## config.mk

```make
export PLATFORM = sky130hd
export DESIGN_NAME = voxel_line_engine
export DESIGN_NICKNAME = d
export VERILOG_FILES = /design/src/rtl/vle_pkg.sv /design/src/rtl/vle_ctrl.sv /design/src/rtl/vle_datapath.sv /design/src/rtl/voxel_line_engine.sv
export SDC_FILE = /design/constraint.sdc
export NUM_CORES = 1
export LEC_CHECK = 0
export CAP_MARGIN = 10
export CORE_ASPECT_RATIO = 0.8
export CORE_UTILIZATION = 57
export CTS_CLUSTER_SIZE = 30
export DETAILED_ROUTE_END_ITERATION = 8
export GPL_TIMING_DRIVEN = 0
export PLACE_DENSITY = 0.8
export REMOVE_ABC_BUFFERS = 1
export SLEW_MARGIN = 20
export SYNTH_ARGS = -nofsm -noshare
export SYNTH_HDL_FRONTEND = slang
export SYNTH_SLANG_ARGS = --single-unit
```

## constraint.sdc

```tcl
create_clock -name clk -period 11.4 [get_ports clk]
set_clock_uncertainty 0.05 [all_clocks]
set_input_delay 3.42 -clock clk [delete_from_list [all_inputs] [get_ports clk]]
set_output_delay 3.42 -clock clk [all_outputs]
set_load 0.05 [all_outputs]
```

## src/rtl/vle_pkg.sv

```systemverilog
package vle_pkg;

  // Register addresses seen by the host
  localparam int unsigned RA_P1_POS   = 0;
  localparam int unsigned RA_P1_DEPTH = 1;
  localparam int unsigned RA_P2_POS   = 2;
  localparam int unsigned RA_P2_DEPTH = 3;
  localparam int unsigned RA_COLOUR   = 4;
  localparam int unsigned RA_CMD      = 5;
  localparam int unsigned RA_STATUS   = 6;

  // Command codes
  localparam int unsigned OP_NONE  = 0;
  localparam int unsigned OP_POINT = 1;
  localparam int unsigned OP_LINE  = 2;

  // Control to datapath strobes
  typedef struct packed {
    logic start;     // load walk state from the endpoint registers
    logic lineMode;  // walk to point 2 (else a single step)
    logic plot;      // steps of this command produce writes
    logic advance;   // a step is consumed this cycle (busy)
  } vle_ctl_t;

endpackage

```

## src/rtl/vle_ctrl.sv

```systemverilog
module vle_ctrl
  import vle_pkg::*;
#(
  parameter int REG_AW  = 3,
  parameter int DATA_W  = 8,
  parameter int COORD_W = 4
) (
  input  logic                         clk,
  input  logic                         rstN,
  input  logic                         regWr,
  input  logic [REG_AW-1:0]            regAddr,
  input  logic [DATA_W-1:0]            regWdata,
  output logic [DATA_W-1:0]            regRdata,
  input  logic                         done,
  output vle_ctl_t                     ctl,
  output logic [2:0][COORD_W-1:0]      p1,
  output logic [2:0][COORD_W-1:0]      p2,
  output logic [DATA_W-1:0]            colour
);

  logic [DATA_W-1:0] p1Pos, p1Dep, p2Pos, p2Dep, colourQ;
  logic busyQ, plotQ;
  logic cmdHit, startCmd;

  function automatic logic isAddr(input logic [REG_AW-1:0] a, input int unsigned v);
    return a == REG_AW'(v);
  endfunction

  assign cmdHit   = regWr && isAddr(regAddr, RA_CMD) && !busyQ;
  assign startCmd = cmdHit && (regWdata != DATA_W'(OP_NONE));

  always_ff @(posedge clk) begin
    if (!rstN) begin
      p1Pos   <= '0;
      p1Dep   <= '0;
      p2Pos   <= '0;
      p2Dep   <= '0;
      colourQ <= '0;
    end else if (regWr) begin
      if (isAddr(regAddr, RA_P1_POS))   p1Pos   <= regWdata;
      if (isAddr(regAddr, RA_P1_DEPTH)) p1Dep   <= regWdata;
      if (isAddr(regAddr, RA_P2_POS))   p2Pos   <= regWdata;
      if (isAddr(regAddr, RA_P2_DEPTH)) p2Dep   <= regWdata;
      if (isAddr(regAddr, RA_COLOUR))   colourQ <= regWdata;
    end
  end

  // Busy sequencing: one command at a time
  always_ff @(posedge clk) begin
    if (!rstN) begin
      busyQ <= 1'b0;
      plotQ <= 1'b0;
    end else if (startCmd) begin
      busyQ <= 1'b1;
      plotQ <= (regWdata == DATA_W'(OP_POINT)) || (regWdata == DATA_W'(OP_LINE));
    end else if (busyQ && done) begin
      busyQ <= 1'b0;
      plotQ <= 1'b0;
    end
  end

  always_comb begin
    ctl.start    = startCmd;
    ctl.lineMode = (regWdata == DATA_W'(OP_LINE));
    ctl.plot     = busyQ && plotQ;
    ctl.advance  = busyQ;
  end

  assign p1[0] = p1Pos[2*COORD_W-1:COORD_W];
  assign p1[1] = p1Pos[COORD_W-1:0];
  assign p1[2] = p1Dep[DATA_W-1 -: COORD_W];
  assign p2[0] = p2Pos[2*COORD_W-1:COORD_W];
  assign p2[1] = p2Pos[COORD_W-1:0];
  assign p2[2] = p2Dep[DATA_W-1 -: COORD_W];
  assign colour = colourQ;

  always_comb begin
    regRdata = '0;
    if (isAddr(regAddr, RA_P1_POS))   regRdata = p1Pos;
    if (isAddr(regAddr, RA_P1_DEPTH)) regRdata = p1Dep;
    if (isAddr(regAddr, RA_P2_POS))   regRdata = p2Pos;
    if (isAddr(regAddr, RA_P2_DEPTH)) regRdata = p2Dep;
    if (isAddr(regAddr, RA_COLOUR))   regRdata = colourQ;
    if (isAddr(regAddr, RA_STATUS))   regRdata = {{(DATA_W-1){1'b0}}, busyQ};
  end

endmodule

```

## src/rtl/vle_datapath.sv

```systemverilog
module vle_datapath
  import vle_pkg::*;
#(
  parameter int AXIS_N  = 10,
  parameter int COORD_W = 4,
  parameter int DATA_W  = 8,
  parameter int ADDR_W  = 10
) (
  input  logic                    clk,
  input  logic                    rstN,
  input  vle_ctl_t                ctl,
  input  logic [2:0][COORD_W-1:0] pA,
  input  logic [2:0][COORD_W-1:0] pB,
  input  logic [DATA_W-1:0]       colourIn,
  output logic                    done,
  output logic                    pixWe,
  output logic [ADDR_W-1:0]       pixAddr,
  output logic [DATA_W-1:0]       pixData
);

  localparam int ERR_W    = COORD_W + 3;
  localparam int STRIDE_X = AXIS_N * AXIS_N;

  logic [COORD_W-1:0]        delta   [3];
  logic                      negDir  [3];
  logic [COORD_W-1:0]        cur     [3];
  logic                      dirQ    [3];
  logic signed [ERR_W-1:0]   err     [3];
  logic signed [ERR_W-1:0]   incKeep [3];
  logic signed [ERR_W-1:0]   incMove [3];
  logic [COORD_W-1:0]        dMax;
  logic [COORD_W-1:0]        remaining;
  logic [DATA_W-1:0]         colourQ;

  function automatic logic signed [ERR_W-1:0] widen(input logic [COORD_W-1:0] v);
    return $signed({{(ERR_W-COORD_W){1'b0}}, v});
  endfunction

  always_comb begin
    dMax = '0;
    for (int a = 0; a < 3; a++)
      if (delta[a] > dMax) dMax = delta[a];
  end

  for (genvar a = 0; a < 3; a++) begin : g_axis
    assign negDir[a] = pB[a] < pA[a];
    assign delta[a]  = negDir[a] ? pA[a] - pB[a] : pB[a] - pA[a];

    always_ff @(posedge clk) begin
      if (!rstN) begin
        cur[a]     <= '0;
        dirQ[a]    <= 1'b0;
        err[a]     <= '0;
        incKeep[a] <= '0;
        incMove[a] <= '0;
      end else if (ctl.start) begin
        cur[a]     <= pA[a];
        dirQ[a]    <= negDir[a];
        err[a]     <= widen(delta[a]) + widen(delta[a]) - widen(dMax);
        incKeep[a] <= widen(delta[a]) + widen(delta[a]);
        incMove[a] <= widen(delta[a]) + widen(delta[a]) - widen(dMax) - widen(dMax);
      end else if (ctl.advance) begin
        if (!err[a][ERR_W-1]) begin
          cur[a] <= dirQ[a] ? cur[a] - COORD_W'(1) : cur[a] + COORD_W'(1);
          err[a] <= err[a] + incMove[a];
        end else begin
          err[a] <= err[a] + incKeep[a];
        end
      end
    end
  end

  always_ff @(posedge clk) begin
    if (!rstN) begin
      remaining <= '0;
      colourQ   <= '0;
    end else if (ctl.start) begin
      remaining <= ctl.lineMode ? dMax : '0;
      colourQ   <= colourIn;
    end else if (ctl.advance && remaining != '0) begin
      remaining <= remaining - COORD_W'(1);
    end
  end

  assign done = (remaining == '0);

  logic inCube;
  always_comb begin
    inCube = 1'b1;
    for (int a = 0; a < 3; a++)
      if ({1'b0, cur[a]} >= (COORD_W+1)'(AXIS_N)) inCube = 1'b0;
  end

  assign pixWe   = ctl.plot && inCube;
  assign pixAddr = inCube ? ADDR_W'(cur[0]) * ADDR_W'(STRIDE_X)
                          + ADDR_W'(cur[1]) * ADDR_W'(AXIS_N)
                          + ADDR_W'(cur[2])
                          : '0;
  assign pixData = colourQ;

endmodule

```

## src/rtl/voxel_line_engine.sv

```systemverilog
module voxel_line_engine
  import vle_pkg::*;
#(
  parameter int AXIS_N  = 10,
  parameter int COORD_W = 4,
  parameter int DATA_W  = 8,
  parameter int REG_AW  = 3,
  localparam int ADDR_W = $clog2(AXIS_N * AXIS_N * AXIS_N)
) (
  input  logic              clk,
  input  logic              rstN,
  input  logic              regWr,
  input  logic [REG_AW-1:0] regAddr,
  input  logic [DATA_W-1:0] regWdata,
  output logic [DATA_W-1:0] regRdata,
  output logic              pixWe,
  output logic [ADDR_W-1:0] pixAddr,
  output logic [DATA_W-1:0] pixData
);

  vle_ctl_t                ctl;
  logic                    done;
  logic                    busy;
  logic [2:0][COORD_W-1:0] p1, p2;
  logic [DATA_W-1:0]       colour;

  vle_ctrl #(.REG_AW(REG_AW), .DATA_W(DATA_W), .COORD_W(COORD_W)) u_ctrl (
    .clk(clk), .rstN(rstN), .regWr(regWr), .regAddr(regAddr),
    .regWdata(regWdata), .regRdata(regRdata), .done(done), .ctl(ctl),
    .p1(p1), .p2(p2), .colour(colour)
  );

  vle_datapath #(.AXIS_N(AXIS_N), .COORD_W(COORD_W), .DATA_W(DATA_W), .ADDR_W(ADDR_W)) u_dp (
    .clk(clk), .rstN(rstN), .ctl(ctl), .pA(p1), .pB(p2), .colourIn(colour),
    .done(done), .pixWe(pixWe), .pixAddr(pixAddr), .pixData(pixData)
  );

  assign busy = ctl.advance;

endmodule

```

==> metrics.log <==
INFO  metric ioPinCount = just over 40
INFO  metric worstReg2RegStart = u_ctrl.p1Pos[1]
INFO  metric gp_congestion = 0.911
INFO  metric synth.ff_latch_count = about 120
INFO  metric grt_pass1_wl = roughly 35,000 um
INFO  metric irDropWorstVdd = between 100 and 150 uV
INFO  metric synthXorXnorAreaFrac = 6.38%
INFO  metric floorplan.rows = a little over 40
INFO  metric number_of_global_route_vias_before_repair = 6,985
INFO  metric drtPass1Iterations = 7
INFO  metric endpoint_kind = output port
INFO  metric dp_hpwl = 15,600 um
INFO  metric num-nets-final = roughly 1,200
INFO  metric internal_power_contribution = 1.31 mW
INFO  metric grt_util_all_layers = between 20% and 30%
INFO  metric post-route-period-util = between 80% and 90%
INFO  metric post_synth_fa_ha_maj_area_fraction = ~18%
INFO  metric ctsHtreeMaxLevel = 4
INFO  metric core_box_area = around 16,000 um2
INFO  metric netlist-cell-type-count = a little under 80
INFO  metric rsz_0062_raised_after_global_routing = false
INFO  metric wp_data_arrival = 5.95 ns
INFO  metric tritoncts = yes
INFO  metric critPathTopFamily = buffers and inverters
INFO  metric power.share.clock = 23.9%
INFO  metric synth.avg_cell_area = 9.23 um2
INFO  metric cells_along_the_critical_path = clkdlybuf4s50_1, mux4_2, mux2_2, clkdlybuf4s50_1
INFO  metric powerDensity = between 200 and 250 nW/um2
INFO  metric yosys_most_used_dff = sky130_fd_sc_hd__edfxtp_1
INFO  metric synth_enable_flop_cells = a little over 60
INFO  metric synth.cells.most_frequent = 103 x sky130_fd_sc_hd__ha_1, 101 x sky130_fd_sc_hd__nand2_1, 97 x sky130_fd_sc_hd__inv_1, 66 x sky130_fd_sc_hd__nor2_1, 62 x sky130_fd_sc_hd__edfxtp_1
INFO  metric crit_fanout = 12
INFO  metric hold_class = reg2reg
INFO  metric die_span_y = 115 um
INFO  metric route.detailed.drc = 0
INFO  metric post_cts.resized_instances = 0
INFO  metric synthArstFlopShare = 0%
INFO  metric clock-root-buffer = sky130_fd_sc_hd__clkbuf_16
INFO  metric path_class = in2out
INFO  metric timing.fmax = around 110 MHz
INFO  metric syn_area = 9180 um2
INFO  metric critPathBufInv = 2
INFO  metric swShare = 41.5%
INFO  metric start_util = between 50 and 60%
INFO  metric post-synth-top-count-cell = sky130_fd_sc_hd__ha_1
INFO  metric fraction_of_layout_cells_with_a_size_suffix_above_1 = ~7%
INFO  metric areaGrowthSynthToFinish = 13.0%
INFO  metric report.final.setup_viol = 0
INFO  metric setup.worst_path.start_class = input pin
INFO  metric combinational_group_share_of_total_power = approximately 55%
INFO  metric count_of_nets_left_with_antenna_violations_after_detail_routing = 0
INFO  metric post_synth_mux_area_share = around 5.3%
INFO  metric gr-total-overflow = 0
INFO  metric clock_path_buffers = 2
INFO  metric clk_latency = about 0.42 ns
INFO  metric post_cts.repair.setup_buffers = 0
INFO  metric critPathMostFrequentCell = sky130_fd_sc_hd__clkdlybuf4s50_1
INFO  metric critPathRequiredTime = roughly 7.9 ns
INFO  metric power_switching = about 0.93 mW
INFO  metric max-slew-margin-rel = 28.8%
INFO  metric input_output_buffers = 40
INFO  metric floorplan.die.width = approximately 140 um
INFO  metric initial_antenna_violation_count = 0
INFO  metric slew_worst_pin = roughly 1.1 ns
INFO  metric final_hold_violation_count = 0
INFO  metric clock-sinks = between 100 and 150
INFO  metric yosys.area_share.simple = approximately 14%
INFO  metric hold_path.startpoint = u_ctrl.p2Dep[3]
INFO  metric routedWlPerCell = between 15 and 20 um
INFO  metric totalNegativeSetupSlack = 0 ns
INFO  metric crit_path_start = regAddr[0]
INFO  metric crit_slowest_cell = sky130_fd_sc_hd__clkdlybuf4s50_1
INFO  metric synth_area_leaders = sky130_fd_sc_hd__edfxtp_1 20%, sky130_fd_sc_hd__ha_1 14%, sky130_fd_sc_hd__dfxtp_1 12%, sky130_fd_sc_hd__nand2_1 4.1%, sky130_fd_sc_hd__inv_1 4.0%
INFO  metric largest_family_of_logic_cells_by_synthesized_area = compound AO/OA/AOI/OAI gates
INFO  metric vias_per_cell = 5.89
INFO  metric power.leakage = roughly 4.2 nW
INFO  metric timing.critical_path.slowest_cell_delay = ~0.92 ns
INFO  metric hold_slack = ~0.4 ns
INFO  metric synth_compound_area_share = a little under a fifth
INFO  metric synth_top_area_share = 20.3%
INFO  metric via_count = 7,359
INFO  metric period_minus_slack = roughly 9.4 ns
INFO  metric diodes = 0
INFO  metric yosysSeqAreaShare = 32.3%
INFO  metric path_clk_slew = approximately 0.060 ns
INFO  metric maxSlewViolCount = 0
INFO  metric die_area = between 15,000 and 20,000 um2
INFO  metric synthesis.yosys.warnings = 0
INFO  metric drt-initial-drc-count = roughly 670
INFO  metric max-cap-violations = 0
INFO  metric yosysTopAreaCell = sky130_fd_sc_hd__edfxtp_1
INFO  metric post_synth_inst_count = slightly below 1,000
INFO  metric grt_max_degree = 46
INFO  metric outcome = finished, final reports clean
INFO  metric routed_wirelength = about 21,000 um
INFO  metric sequential_share_of_power = about 22%
INFO  metric cts_hold_repair.buffers = 0
INFO  metric cts_buffers = 17
==> through the flow <==
stage	worst slack, ns	power, mW	cell area (um2)	cells	utilization, %
6_report	1.98	2.25	10400	1250	65.8
5_1_grt	1.88	2.40	10400	1250	65.8
4_1_cts	1.95	2.24	10400	1250	65.8
3_5_place_dp	1.95	1.68	9760	1218	62.0
3_3_place_gp	1.97	1.64	9690	1215	61.5
2_1_floorplan	3.09	1.44	9020	960	-
==> layout make-up <==
cell class / instances / area, um2
clock inverter: 12 / 114
tap: 215 / 269
timing repair buffer: 43 / 463
clock buffer: 20 / 489
multi-input combinational: 742 / 5680
fill: 1279 / 5390
inverter: 101 / 389
sequential: 117 / 2960
==> power groups by stage <==
stage | Combinational [mW] | Clock, mW | Sequential [mW]
CTS | 1.21 | 0.541 | 0.484
global route | 1.35 | 0.562 | 0.487
floorplan | 0.954 | 0 | 0.487
finish | 1.23 | 0.537 | 0.484
global placement | 1.15 | 0 | 0.492
detailed placement | 1.19 | 0 | 0.493
==> layer usage <==
metal	wire length (um)	GRT usage [%]
met2	9510	42.9
met4	414	9.29
met5	0	0
met1	9930	38.3
met3	1560	5.79
==> cells in the final DEF (no fill, tap or decap), drive strengths merged, types with 14 or more instances in the layout <==
cell,synthesis,routed
fa,17,17
ha,103,103
dfxtp,55,55
a21oi,61,61
clkbuf,30,20
edfxtp,62,62
inv,100,104
xor2,24,24
xnor2,42,42
nor2b,28,28
a21o,24,24
nor2,66,66
nand3,18,18
nor3,14,14
o21ai,47,47
clkdlybuf4s50,0,39
a21boi,33,33
mux2i,27,27
nand2,101,101
o22ai,16,16
==> worst paths after layout <==
| kind | end | slack [ns] | cells after the start |
|---|---|---|---|
| setup / recovery | regRdata[0] | 1.98 | 4 |
| hold / removal | u_ctrl.p2Dep[3] | 0.41 | 2 |
| setup reg to reg | u_dp.incMove[1][6] | 2.86 | 32 |
| hold reg to reg | u_ctrl.p2Dep[3] | 0.41 | 2 |
==> flip-flops by register name (all words and copies together), names as in the netlist <==
name and count:
u_dp.cur 12, u_ctrl.p2Dep 8, u_ctrl.colour 8, u_dp.incKeep 12, u_dp.incMove 18, u_ctrl.plotQ 1
u_ctrl.p1Dep 8, u_dp.pixData 8, u_ctrl.busyQ 1, u_dp.remaining 4, u_dp.err 18, u_dp.dirQ 3
u_ctrl.p2Pos 8, u_ctrl.p1Pos 8
==> cell families after synthesis <==
family,count (synthesis)
and+or+nand+nor,270
muxes,38
xor gates and xnor gates,66
AOI/OAI and AO/OA,247
adders and majority gates,121
DFF,117
buffers and inverters,135
==> tightest hold or removal path, cell delays in order (launching register included) <==
cell,delay [ns]
sky130_fd_sc_hd__dfxtp_1,0.31
sky130_fd_sc_hd__nand2_1,0.04
sky130_fd_sc_hd__a21boi_0,0.06
No activity file was read; power rests on OpenSTA's default activity.
